`config.mk`:
```
export PLATFORM = sky130hd
export DESIGN_NAME = spi_cmdresp_slave
export DESIGN_NICKNAME = d
export VERILOG_FILES = /design/src/rtl/spi_cr_pkg.sv /design/src/rtl/spi_cr_sync.sv /design/src/rtl/spi_cr_cmdbuf.sv /design/src/rtl/spi_cr_fsm.sv /design/src/rtl/spi_cmdresp_slave.sv
export SDC_FILE = /design/constraint.sdc
export NUM_CORES = 1
export LEC_CHECK = 0
export BUFFER_PORTS_ARGS = -buffer_cell sky130_fd_sc_hd__buf_4
export CAP_MARGIN = 20
export CORE_ASPECT_RATIO = 0.8
export CORE_MARGIN = 4
export CORE_UTILIZATION = 35
export CTS_BUF_LIST = sky130_fd_sc_hd__clkbuf_4
export CTS_CLUSTER_SIZE = 10
export DETAILED_ROUTE_END_ITERATION = 8
export MAX_ROUTING_LAYER = met4
export RECOVER_POWER = 100
export SYNTH_ARGS = -nofsm -noshare
export SYNTH_HDL_FRONTEND = slang
export SYNTH_SLANG_ARGS = --single-unit
export TNS_END_PERCENT = 10
```
`constraint.sdc`:
```
create_clock -name clk -period 3.47 [get_ports clk]
set_input_delay 0.1735 -clock clk [delete_from_list [all_inputs] [get_ports clk]]
set_output_delay 0.1735 -clock clk [all_outputs]
set_load 0.02 [all_outputs]
```
`src/rtl/spi_cr_pkg.sv`:
```
package spi_cr_pkg;

    typedef enum logic [2:0] {
        ST_IDLE,
        ST_CTRL,
        ST_WRITE,
        ST_READ,
        ST_IGNORE,
        ST_DONE
    } cr_state_e;

    localparam logic [7:0] OP_CMD_WRITE  = 8'h48;
    localparam logic [7:0] OP_RD1_MAIN   = 8'h80;
    localparam logic [7:0] OP_RD16_MAIN  = 8'hC0;
    localparam logic [7:0] OP_RD1_ALT    = 8'hA0;
    localparam logic [7:0] OP_RD16_ALT   = 8'hE0;

    typedef struct packed {
        logic legal;
        logic is_write;
        logic long_read;
        logic alt_pin;
    } op_decode_s;

    function automatic op_decode_s decode_ctrl(input logic [7:0] code);
        op_decode_s r;
        r = '0;
        case (code)
            OP_CMD_WRITE: begin r.legal = 1'b1; r.is_write = 1'b1; end
            OP_RD1_MAIN:  begin r.legal = 1'b1; end
            OP_RD16_MAIN: begin r.legal = 1'b1; r.long_read = 1'b1; end
            OP_RD1_ALT:   begin r.legal = 1'b1; r.alt_pin = 1'b1; end
            OP_RD16_ALT:  begin r.legal = 1'b1; r.long_read = 1'b1; r.alt_pin = 1'b1; end
            default:      r = '0;
        endcase
        return r;
    endfunction

endpackage

```
`src/rtl/spi_cr_sync.sv`:
```
module spi_cr_sync #(
    parameter int         WIDTH   = 3,
    parameter int         STAGES  = 2,
    parameter logic [2:0] RST_VAL = 3'b000
) (
    input  logic             clk,
    input  logic             rst,
    input  logic [WIDTH-1:0] async_in,
    output logic [WIDTH-1:0] sync_out
);

    logic [STAGES-1:0][WIDTH-1:0] chain_d, chain_q;

    always_comb begin
        chain_d[0] = async_in;
        for (int s = 1; s < STAGES; s++) begin
            chain_d[s] = chain_q[s-1];
        end
    end

    always_ff @(posedge clk) begin
        if (rst) begin
            for (int s = 0; s < STAGES; s++) begin
                chain_q[s] <= RST_VAL[WIDTH-1:0];
            end
        end else begin
            chain_q <= chain_d;
        end
    end

    assign sync_out = chain_q[STAGES-1];

endmodule

```
`src/rtl/spi_cr_cmdbuf.sv`:
```
module spi_cr_cmdbuf #(
    parameter int NBYTES = 8,
    localparam int IDXW  = (NBYTES > 1) ? $clog2(NBYTES) : 1
) (
    input  logic                  clk,
    input  logic                  rst,
    input  logic                  wr_en,
    input  logic [IDXW-1:0]       wr_idx,
    input  logic [7:0]            wr_byte,
    input  logic                  wr_last,
    output logic [NBYTES*8-1:0]   cmd_bytes,
    output logic                  cmd_valid
);

    typedef struct packed {
        logic [NBYTES-1:0][7:0] bytes;
        logic                   valid;
    } buf_s;

    buf_s buf_d, buf_q;

    always_comb begin
        buf_d       = buf_q;
        buf_d.valid = 1'b0;
        if (wr_en) begin
            buf_d.bytes[wr_idx] = wr_byte;
            buf_d.valid         = wr_last;
        end
    end

    always_ff @(posedge clk) begin
        if (rst) begin
            buf_q <= '0;
        end else begin
            buf_q <= buf_d;
        end
    end

    assign cmd_bytes = buf_q.bytes;
    assign cmd_valid = buf_q.valid;

    AST_VALID_SINGLE: assert property (@(posedge clk) disable iff (rst)
        cmd_valid |=> !cmd_valid);

endmodule

```
`src/rtl/spi_cr_fsm.sv`:
```
module spi_cr_fsm
    import spi_cr_pkg::*;
#(
    parameter int CMD_BYTES  = 8,
    parameter int RESP_BYTES = 16,
    localparam int RESP_BITS = RESP_BYTES * 8,
    localparam int IW        = $clog2(RESP_BITS + 1),
    localparam int BW        = $clog2(RESP_BITS),
    localparam int CW        = (CMD_BYTES > 1) ? $clog2(CMD_BYTES) : 1
) (
    input  logic                 clk,
    input  logic                 rst,
    input  logic                 sclk_s,
    input  logic                 sel_hi,
    input  logic                 din_s,
    input  logic [RESP_BITS-1:0] resp_bytes,
    output logic                 byte_wr,
    output logic [CW-1:0]        byte_idx,
    output logic [7:0]           byte_val,
    output logic                 cmd_done,
    output logic                 main_out,
    output logic                 main_oe,
    output logic                 alt_out,
    output logic                 alt_oe
);

    typedef struct packed {
        cr_state_e      st;
        logic [7:0]     sh;
        logic [2:0]     bitc;
        logic [IW-1:0]  idx;
        logic           rd_long;
        logic           rd_alt;
        logic           drv;
        logic           dout;
        logic           sclk_prev;
    } fsm_s;

    fsm_s f_d, f_q;

    logic          rise, fall;
    logic [7:0]    byte_now;
    logic [IW-1:0] total_bits;
    logic [BW-1:0] bit_pos;
    op_decode_s    op;

    assign rise       = sclk_s & ~f_q.sclk_prev;
    assign fall       = ~sclk_s & f_q.sclk_prev;
    assign byte_now   = {f_q.sh[6:0], din_s};
    assign total_bits = f_q.rd_long ? IW'(RESP_BITS) : IW'(8);
    assign bit_pos    = BW'({f_q.idx[IW-1:3], ~f_q.idx[2:0]});
    assign op         = decode_ctrl(byte_now);

    always_comb begin
        f_d           = f_q;
        f_d.sclk_prev = sclk_s;
        byte_wr       = 1'b0;
        byte_val      = byte_now;
        cmd_done      = 1'b0;
        if (sel_hi) begin
            f_d.st   = ST_IDLE;
            f_d.bitc = '0;
            f_d.idx  = '0;
            f_d.drv  = 1'b0;
        end else begin
            case (f_q.st)
                ST_IDLE, ST_CTRL: begin
                    f_d.st = ST_CTRL;
                    if (rise) begin
                        f_d.sh   = byte_now;
                        f_d.bitc = f_q.bitc + 3'd1;
                        if (f_q.bitc == 3'd7) begin
                            f_d.idx     = '0;
                            f_d.rd_long = op.long_read;
                            f_d.rd_alt  = op.alt_pin;
                            if (!op.legal)        f_d.st = ST_IGNORE;
                            else if (op.is_write) f_d.st = ST_WRITE;
                            else                  f_d.st = ST_READ;
                        end
                    end
                end
                ST_WRITE: begin
                    if (rise) begin
                        f_d.sh   = byte_now;
                        f_d.bitc = f_q.bitc + 3'd1;
                        if (f_q.bitc == 3'd7) begin
                            byte_wr = 1'b1;
                            if (f_q.idx == IW'(CMD_BYTES - 1)) begin
                                cmd_done = 1'b1;
                                f_d.st   = ST_DONE;
                            end else begin
                                f_d.idx = f_q.idx + IW'(1);
                            end
                        end
                    end
                end
                ST_READ: begin
                    if (fall) begin
                        if (f_q.idx == total_bits) begin
                            f_d.drv = 1'b0;
                            f_d.st  = ST_DONE;
                        end else begin
                            f_d.drv  = 1'b1;
                            f_d.dout = resp_bytes[bit_pos];
                            f_d.idx  = f_q.idx + IW'(1);
                        end
                    end
                end
                default: begin
                    f_d.drv = 1'b0;
                end
            endcase
        end
    end

    always_ff @(posedge clk) begin
        if (rst) begin
            f_q    <= '0;
            f_q.st <= ST_IDLE;
        end else begin
            f_q <= f_d;
        end
    end

    assign byte_idx = f_q.idx[CW-1:0];
    assign main_oe  = (f_q.st == ST_READ) && f_q.drv && !f_q.rd_alt;
    assign alt_oe   = (f_q.st == ST_READ) && f_q.drv && f_q.rd_alt;
    assign main_out = main_oe & f_q.dout;
    assign alt_out  = alt_oe & f_q.dout;

    AST_ONE_PIN: assert property (@(posedge clk) disable iff (rst)
        !(main_oe && alt_oe));
    AST_DESEL_QUIET: assert property (@(posedge clk) disable iff (rst)
        sel_hi |=> (!main_oe && !alt_oe));
    AST_DOUT_ON_FALL: assert property (@(posedge clk) disable iff (rst)
        !$past(fall) |-> $stable(f_q.dout));
    AST_OE_RISE_ON_FALL: assert property (@(posedge clk) disable iff (rst)
        $rose(main_oe || alt_oe) |-> $past(fall));
    AST_OE_DROP_CAUSE: assert property (@(posedge clk) disable iff (rst)
        $fell(main_oe || alt_oe) |-> $past(fall || sel_hi));

endmodule

```
`src/rtl/spi_cmdresp_slave.sv`:
```
module spi_cmdresp_slave
    import spi_cr_pkg::*;
#(
    parameter int CMD_BYTES   = 8,
    parameter int RESP_BYTES  = 16,
    parameter int SYNC_STAGES = 2,
    localparam int CW = (CMD_BYTES > 1) ? $clog2(CMD_BYTES) : 1
) (
    input  logic                    clk,
    input  logic                    rst,
    input  logic                    spi_sclk,
    input  logic                    spi_sel_n,
    input  logic                    spi_din,
    output logic                    spi_dout,
    output logic                    spi_dout_oe,
    output logic                    alt_dout,
    output logic                    alt_dout_oe,
    input  logic [RESP_BYTES*8-1:0] resp_bytes,
    output logic [CMD_BYTES*8-1:0]  cmd_bytes,
    output logic                    cmd_valid
);

    logic [2:0]    sync_v;
    logic          byte_wr, cmd_done;
    logic [CW-1:0] byte_idx;
    logic [7:0]    byte_val;

    spi_cr_sync #(
        .WIDTH   (3),
        .STAGES  (SYNC_STAGES),
        .RST_VAL (3'b010)
    ) u_sync (
        .clk      (clk),
        .rst      (rst),
        .async_in ({spi_din, spi_sel_n, spi_sclk}),
        .sync_out (sync_v)
    );

    spi_cr_fsm #(
        .CMD_BYTES  (CMD_BYTES),
        .RESP_BYTES (RESP_BYTES)
    ) u_fsm (
        .clk        (clk),
        .rst        (rst),
        .sclk_s     (sync_v[0]),
        .sel_hi     (sync_v[1]),
        .din_s      (sync_v[2]),
        .resp_bytes (resp_bytes),
        .byte_wr    (byte_wr),
        .byte_idx   (byte_idx),
        .byte_val   (byte_val),
        .cmd_done   (cmd_done),
        .main_out   (spi_dout),
        .main_oe    (spi_dout_oe),
        .alt_out    (alt_dout),
        .alt_oe     (alt_dout_oe)
    );

    spi_cr_cmdbuf #(
        .NBYTES (CMD_BYTES)
    ) u_cmdbuf (
        .clk       (clk),
        .rst       (rst),
        .wr_en     (byte_wr),
        .wr_idx    (byte_idx),
        .wr_byte   (byte_val),
        .wr_last   (cmd_done),
        .cmd_bytes (cmd_bytes),
        .cmd_valid (cmd_valid)
    );

    AST_RESET_QUIET: assert property (@(posedge clk)
        $past(rst) |-> (!spi_dout_oe && !alt_dout_oe && !cmd_valid));
    AST_VALID_SELECTED: assert property (@(posedge clk) disable iff (rst)
        cmd_valid |-> !$past(sync_v[1]));

endmodule

```
Word level (Yosys, flattened, before mapping):

Cells that the tools add are included.

* register bits: 97
* bits of input ports: 133
* output and inout port bits: 69
* logic and storage cells: 117

* add/sub/neg operators: 2
* magnitude comparators: 3
* equal/unequal tests: 20
* muxes and demuxes: 36
* bitwise logic cells: 14
* reduce and logical (&&, ||, !) cells: 22

Operators by type and width (count)
* bitwise mux 64 bit: 1
* two-way mux 8 bit: 6
* == test 8 bit, second input constant: 4
* demux 8 bit (select 3 bit): 1
* two-way mux 24 bit: 1
* case mux 8 bit (3 select lines): 1
* two-way mux 22 bit: 1
* case mux 10 bit (2 select lines): 1
* two-way mux 3 bit: 6
* != test 2 x 1 -> 1 bit, second input constant: 7
* two-way mux 1 bit: 13
* AND reduction 4 bit: 3
* two-way mux 10 bit: 1
* inverter 1 bit: 9
* case mux 3 bit (3 select lines): 1
* adder 8 x 1 -> 8 bit, second input constant: 1
* == test 8 x 3 -> 1 bit, second input constant: 1
* == test 8 x 7 -> 1 bit, second input constant: 1
* == test 8 bit: 1
* less-than comparator 7 x 8 -> 1 bit, second input constant: 1
* AND reduction 8 bit: 1
* OR reduction 2 bit: 4
* binary-select mux 1 bit (select 7 bit): 1
* == test 3 x 2 -> 1 bit, second input constant: 2
* 21 further kinds: 28

Longest topological paths before layout:

Gate-level depths: netlist of the first run.

* depth after elaboration: 7
* mapped depth: 11
* mapped depth without buffers: 8

Hierarchy:

Synthesis of the first run repeated with hierarchy kept, for this count alone.

* cell total of the unflattened synthesis: 519
* area, all modules: 5317.6 um2

Modules (own cells, without submodules)
* spi_cr_cmdbuf: times used 1, cells each 239, area an instance 2626.3 um2, seq. area each 1301.2 um2
* spi_cr_fsm: times used 1, cells each 268, area an instance 2533.7 um2, seq. area each 520.5 um2
* spi_cr_sync: times used 1, cells each 12, area an instance 157.7 um2, seq. area each 120.1 um2

Worst setup path before layout of the first run:

OpenSTA, ideal clock, no wires.

* path kind: register -> register
* start point: reg u_fsm.f_q, in the netlist u_fsm.byte_idx[1]
* end point: reg u_fsm.f_q[12] (netlist bit)
* setup time: 59 ps
* data arrival time: 2545 ps
* required time: 3411 ps
* slack: 866 ps
* stages on the path, launching flop included: 12
* path buffers: 3
* period minus slack after synthesis: 2604 ps
* path through: dfxtp_1 buf_6 buf_2 buf_2 inv_1 ha_1 nand2b_1 a2111oi_0 o21ai_1 nand4_1 or4_1 nand2_1

* longest elaborated chain between the ends: 5
* elaborated cells between the ends (all ways): 12
* those cells by class: add/sub (1); eq/ne (4); mux (6); reduce/logical (1)

RTL lines
* start: declaration: line spi_cr_fsm.sv:39 `fsm_s f_d, f_q;`
* adder 8 x 1 -> 8 bit: line spi_cr_fsm.sv:92, spi_cr_fsm.sv:105
* two-way mux 8 bit: line spi_cr_fsm.sv:88 `if (f_q.idx == IW'(CMD_BYTES - 1)) begin`
* two-way mux 8 bit: line spi_cr_fsm.sv:86 `if (f_q.bitc == 3'd7) begin`
* two-way mux 22 bit: line spi_cr_fsm.sv:83 `if (rise) begin`
* case mux 8 bit (3 select lines): line spi_cr_fsm.sv:66 `case (f_q.st)`

Several ways; a longest one is shown, not always the timed one. The select of a mux whose other input is x is not followed.
A chain may end at the register's enable or synchronous reset.

Worst setup path after layout of the first run:

Ends and elaborated chain as after synthesis.

==> flow_summary.ini, run 1 <==
[drt]
ant_nets = 0
drc = 0
wl_mm = 15.81
via_per_inst = 5.184
via_count = 4526
dr.pass1.iters = 4
drt-initial-drc-count = 353
wl_per_cell_microns = 18.11

[sta]
slew_viol_final = 85
fmaxAchievable_mhz = 343.5
finalSetupTns_ps = 0
hold_viol = 0
setup_viol = 0
period_minus_slack_ps = 2911
timing.slew.headroom = -0.1201
worst_clock_skew_ps = 16.69
rsz0062_at_grt = no
worst_slew_pin_slew_ps = 1680
fin_crit_sh = 0.8390

[floorplan]
rows = 38
start_util = 0.3620
fp.dieW_microns = 141.3
die_area_sq_um = 16200
die_y_microns = 114.6
core_sq_um = 13740
num_io_pins = 202

[setup_path]
start_kind = flop
path_delay_family = simple AND/OR/NAND/NOR gates
arrival_ps = 3320
cp_cell_sequence = buf_4 > inv_1 > ha_1 > nand2b_1 > a2111oi_0 > o21ai_0 > nand4_1 > or4_1 > nand2_1
rr_startpoint = u_fsm.byte_idx[1]
r2r_end = u_fsm.f_q[12]
critPathSlowestCell = dfxtp_2
r2r_setup_slack_ps = 560
ff2ff_path_depth = 9
cpPeakStageDelay_ps = 630
required_ps = 3880
worstSetupEndpointType = flop
path_class = reg2reg
crit_buf_inv = 2
crit_fanout = 16

[clock_network]
htreeDepth = 3
cts-hold-fix-buffers = 3
cts_sinks = 97
cts_resized = 0
insertion_delay_ps = 460
postCtsSetupRepairBufs = 0
clockRootBuffer = clkbuf_4
numCtsBuffers = 9
cts_buffer_depth = 2
clk_pin_slew_ps = 150
cts_tree = done

[placed_design]
dpl.hpwl_mm = 12.19
portBuffers = 201
gp_congestion = 0.8318

[global_routing]
grt_pass1_vias = 4540
grt_max_degree = 85
antenna_found_initial = 0
grt_overflow = 0
grt.total_usage = 0.2008
grt_pass1_wl_mm = 24.84

[synth]
netlist.area_leader.share = 0.3903
yosysSeqAreaShare = 0.3903
synth-seq-cells = 97
ys_types = 56
syn_nets = 645
synth_area_leaders = dfxtp_1, mux2i_1, mux4_2, nor2_1, nand3_1
yosys.area.top_type = dfxtp_1
yosys_warnings = 0
netlist_instances = 508
syn_area_sq_um = 4975
synth.avg_cell_area_sq_um = 9.793

[final_layout]
antenna_cells = 0
multi_input_area_sq_um = 2784
regArea_sq_um = 1946
drive_gt1_frac = 0.2915
n_fill_cell = 1371
syn_to_final_growth_pct = 29.60
final_common_cell = buf_4
post-route-util = 0.4692
nNetsFinal = 825
layout_common_cells = buf_4, dfxtp_1, nor2_1, clkbuf_1, mux2i_1

[hold_path]
min_from = u_sync.chain_d[4]
hp-class = reg2reg
hold_end = u_sync.sync_out[1]
hold-path-cell-count = 1

[flow_run]
max-cap-violations = 1

[run_status]
violations = capacitance limit, slew limit
status = complete, but fails checks

[power]
peakVddDrop_mv = 0.1875
p_per_area_nw_per_um2 = 300.5
power.leakage_nw = 2.533
==> power breakdown <==
group          leakage, nW  switching (mW)  internal (mW)
sequential           0.784         0.00518           1.12
combinational         1.67          0.0553          0.128
clock               0.0780           0.394          0.237
==> cells in the mapped netlist (all sizes together) <==
cell type	instances
or3	2
dfxtp	97
or2b	1
a31o	1
a31oi	2
clkbuf	25
mux4	28
nor3	7
nor4	7
a2111oi	5
and3	2
o21ai	5
nand4	3
nand3b	3
or4bb	1
xnor2	2
ha	4
o22ai	3
nor2b	14
nand2b	6
a211o	1
nand2	34
a211oi	7
or2	4
buf	14
a22oi	2
a311o	1
mux2	7
o211ai	1
or3b	1
o41ai	2
or4	5
and2b	2
a21oi	23
o31ai	1
nand3	27
nor2	79
inv	7
clkinv	1
nor4bb	1
a21o	2
and2	4
mux2i	59
xor2	5
==> metal layers <==
| layer | up-vias | track usage | wire length (microns) |
|---|---|---|---|
| li1 | 2185 | - | - |
| met1 | 2192 | 0.2675 | 7216 |
| met2 | 137 | 0.3110 | 7450 |
| met3 | 12 | 0.05595 | 1006 |
| met4 | 0 | 0.03422 | 139 |
| met5 | - | - | 0 |
==> cells by family after synthesis <==
family | share of synthesized area
and+or+nand+nor | 0.2035
buffers and inverters | 0.04904
AOI/OAI and AO/OA | 0.07193
DFF | 0.3903
adders and majority gates | 0.01006
xor gates and xnor gates | 0.01232
muxes | 0.2628
==> flip-flops by register name, indices dropped and copies added (netlist names) <==
register,cells
u_fsm.byte_idx,3
u_cmdbuf.cmd_valid,1
u_cmdbuf.cmd_bytes,64
u_sync.chain_d,3
u_fsm.bit_pos,4
u_fsm.f_q,12
u_sync.sync_out,3
u_fsm.byte_val,7
==> stage by stage <==
stage,power [mW],std cells,worst slack (ps),hold WS (ps),cell area (sq um)
6_report,1.937,873,558.5,443.2,6447
5_1_grt,2.023,873,300.3,441.4,6447
4_1_cts,1.961,873,660.2,263.9,6706
3_3_place_gp,1.326,854,777.7,366.1,6529
2_1_floorplan,1.203,508,865.9,277.3,4975
3_5_place_dp,1.329,854,705.4,372.9,6529
==> worst max path at each step <==
stage / start / to / slack (ps) / depth (start not counted)
after CTS: u_fsm.byte_idx[1] / u_fsm.f_q[25] / 660 / 6
after detailed placement: u_fsm.byte_idx[2] / u_fsm.f_q[25] / 710 / 5
final: u_fsm.byte_idx[1] / u_fsm.f_q[12] / 560 / 9
after global placement: u_fsm.byte_idx[2] / u_fsm.f_q[25] / 780 / 5
after global routing: u_fsm.byte_idx[1] / u_fsm.f_q[12] / 300 / 9
after floorplan: u_fsm.byte_idx[1] / u_fsm.f_q[12] / 870 / 11
==> final cells by class <==
cell class	count	area share
multi-input combinational	364	0.4318
sequential	97	0.3018
timing repair buffer	208	0.2040
tap	180	0.03493
clock buffer	10	0.01164
clock inverter	6	0.01126
inverter	8	0.004657
(Power assumes the default switching activity.)
==> run 2: changes to the inputs <==
- clock period: 3.47 -> 2.8 ns (I/O delays scaled with it)
==> run 2 against run 1 <==
  * The run now ends clean
  * Count of clock-buffer cells in the layout shrank 1
  * Die area stayed put
  * Register-to-register slack worse by 360 ps
  * Critical path depth shrank 3
  * Routed wire length rose by 2.9%
  * Sequential share of layout area down 0.46 points
  * Sequential cell count is the same
  * Setup slack got worse by 360 ps
  * Cell area increased by 1.6%
  * Clock power rose by 27%
  * Fmax up 12%
  * Critical endpoint is now u_fsm.f_q[25]
  * Largest power group unchanged
  * Highest routed layer unchanged
==> flow_summary.ini, run 2 (synthesized netlist as in run 1, its figures left out) <==
[clock_network]
cts_buffer_depth = 2
clk_pin_slew_ps = 150
cts_sinks = 97
clockRootBuffer = clkbuf_4
htreeDepth = 3
numCtsBuffers = 9
cts_tree = done
insertion_delay_ps = 460
cts_resized = 0

[floorplan]
start_util = 0.3620
num_io_pins = 202
die_y_microns = 114.6
rows = 38
die_area_sq_um = 16200
fp.dieW_microns = 141.3
core_sq_um = 13740

[placed_design]
gp_congestion = 0.8993
dpl.hpwl_mm = 12.71
portBuffers = 201
dp_cells = 869

[final_layout]
stdcell_count = 889
multi_input_area_sq_um = 2778
final_common_cell = buf_4
drive_gt1_frac = 0.3018
post-route-util = 0.4765
largest_reg_flops = 64
antenna_cells = 0
syn_to_final_growth_pct = 31.61
nNetsFinal = 841
layout_common_cells = buf_4, dfxtp_1, nor2_1, clkbuf_1, mux2i_1
regArea_sq_um = 1946
n_fill_cell = 1412

[sta]
worst_slew_pin_slew_ps = 1160
worst_clock_skew_ps = 13.72
fin_crit_sh = 0.9293
period_minus_slack_ps = 2602
setup_viol = 0
slew_viol_final = 0
timing.slew.headroom = 0.2265
rsz0062_at_grt = no
finalSetupTns_ps = 0
hold_viol = 0
fmaxAchievable_mhz = 384.3

[power]
p_seq_frac = 0.574
peakVddDrop_mv = 0.2261
power.leakage_nw = 2.601
switchingPower_uw = 588.7
p_per_area_nw_per_um2 = 370.4
internal-power_mw = 1.836
p_clk_frac = 0.330
switching_share = 0.2428
power_frac_comb = 0.096

[drt]
via_per_inst = 5.145
wl_mm = 16.28
drc = 0
ant_nets = 0
dr.pass1.iters = 4
via_count = 4574
wl_per_cell_microns = 18.31
drt-initial-drc-count = 326

[setup_path]
crit_fanout = 7
arrival_ps = 3000
startpoint = u_fsm.byte_idx[1]
worstSetupEndpointType = flop
r2r_end = u_fsm.f_q[25]
cp_num_cells = 6
worstSetupEndpoint = u_fsm.f_q[25]
crit_buf_inv = 0
path_delay_family = simple AND/OR/NAND/NOR gates
cpPeakStageDelay_ps = 540
start_kind = flop
critPathSlowestCell = or4bb_1
critPathMostFrequentCell = or4_1
path_class = reg2reg
r2r_setup_slack_ps = 200
rr_startpoint = u_fsm.byte_idx[1]
ff2ff_path_depth = 6
required_ps = 3190
cp_cell_sequence = ha_1 > or4bb_1 > or4_1 > a31o_1 > or4_1 > a21oi_1

[global_routing]
grt.total_usage = 0.2059
grt_overflow = 0
antenna_found_initial = 0
grt_pass1_vias = 4713
grt_max_degree = 64
grt_pass1_wl_mm = 25.39

[hold_path]
hp-class = in2reg

[run_status]
status = finished, final reports clean

[flow_run]
max-cap-violations = 0
run 2: worst min path at each step:
| stage | startpoint | cells past startpoint | to |
|---|---|---|---|
| after floorplan | spi_sel_n | 1 | u_sync.chain_d[4] |
| after global placement | spi_sel_n | 2 | u_sync.chain_d[4] |
| after detailed placement | spi_sel_n | 2 | u_sync.chain_d[4] |
| after CTS | spi_sel_n | 3 | u_sync.chain_d[4] |
| after global routing | spi_sel_n | 3 | u_sync.chain_d[4] |
| final | spi_sel_n | 3 | u_sync.chain_d[4] |
run 2: timing repair:
item | in CTS | in global routing
hold endpoints to repair | 7 | 0
setup buffers | 0 | 0
hold buffers | 4 | 0
run 2: worst reg2reg max path, delay by kind of cell (launching register included):
family	cells	cell delay, ps
AND/OR/NAND/NOR	3	1430
flip-flops	1	460
AO/OA/AOI/OAI	2	410
adder cells (fa/ha/maj)	1	250
run 2: power groups by stage:
stage               clock, mW  combinational, mW  sequential, mW
finish                  0.800              0.233            1.39
global route            0.877              0.250            1.39
CTS                     0.825              0.234            1.39
detailed placement          0              0.229            1.42
global placement            0              0.225            1.42
floorplan                   0             0.0741            1.42
run 2: final cells by class:
type                            count  share of cell area
Multi-Input combinational cell    364              0.4242
Sequential cell                    97              0.2972
Timing Repair Buffer              224              0.2161
Tap cell                          180             0.03440
Clock inverter                      7             0.01319
Clock buffer                        9             0.01032
Inverter                            8            0.004586
run 2: per-layer routing:
metal | global-route usage | vias up | share of wire
met5 | - | - | 0
met4 | 0.04261 | 0 | 0.013
met3 | 0.05303 | 15 | 0.067
met2 | 0.3120 | 142 | 0.47
met1 | 0.2798 | 2206 | 0.45
li1 | - | 2211 | -
run 2: through the flow:
step,hold WS (ps),power [mW],area [sq um],setup slack [ps]
after floorplan,243.8,1.491,4975,195.9
after global placement,331.5,1.646,6641,268.7
after detailed placement,343.8,1.651,6641,251.1
after CTS,385.7,2.451,6835,210.3
after global routing,375.0,2.521,6548,99.57
final,404.5,2.425,6548,198.0
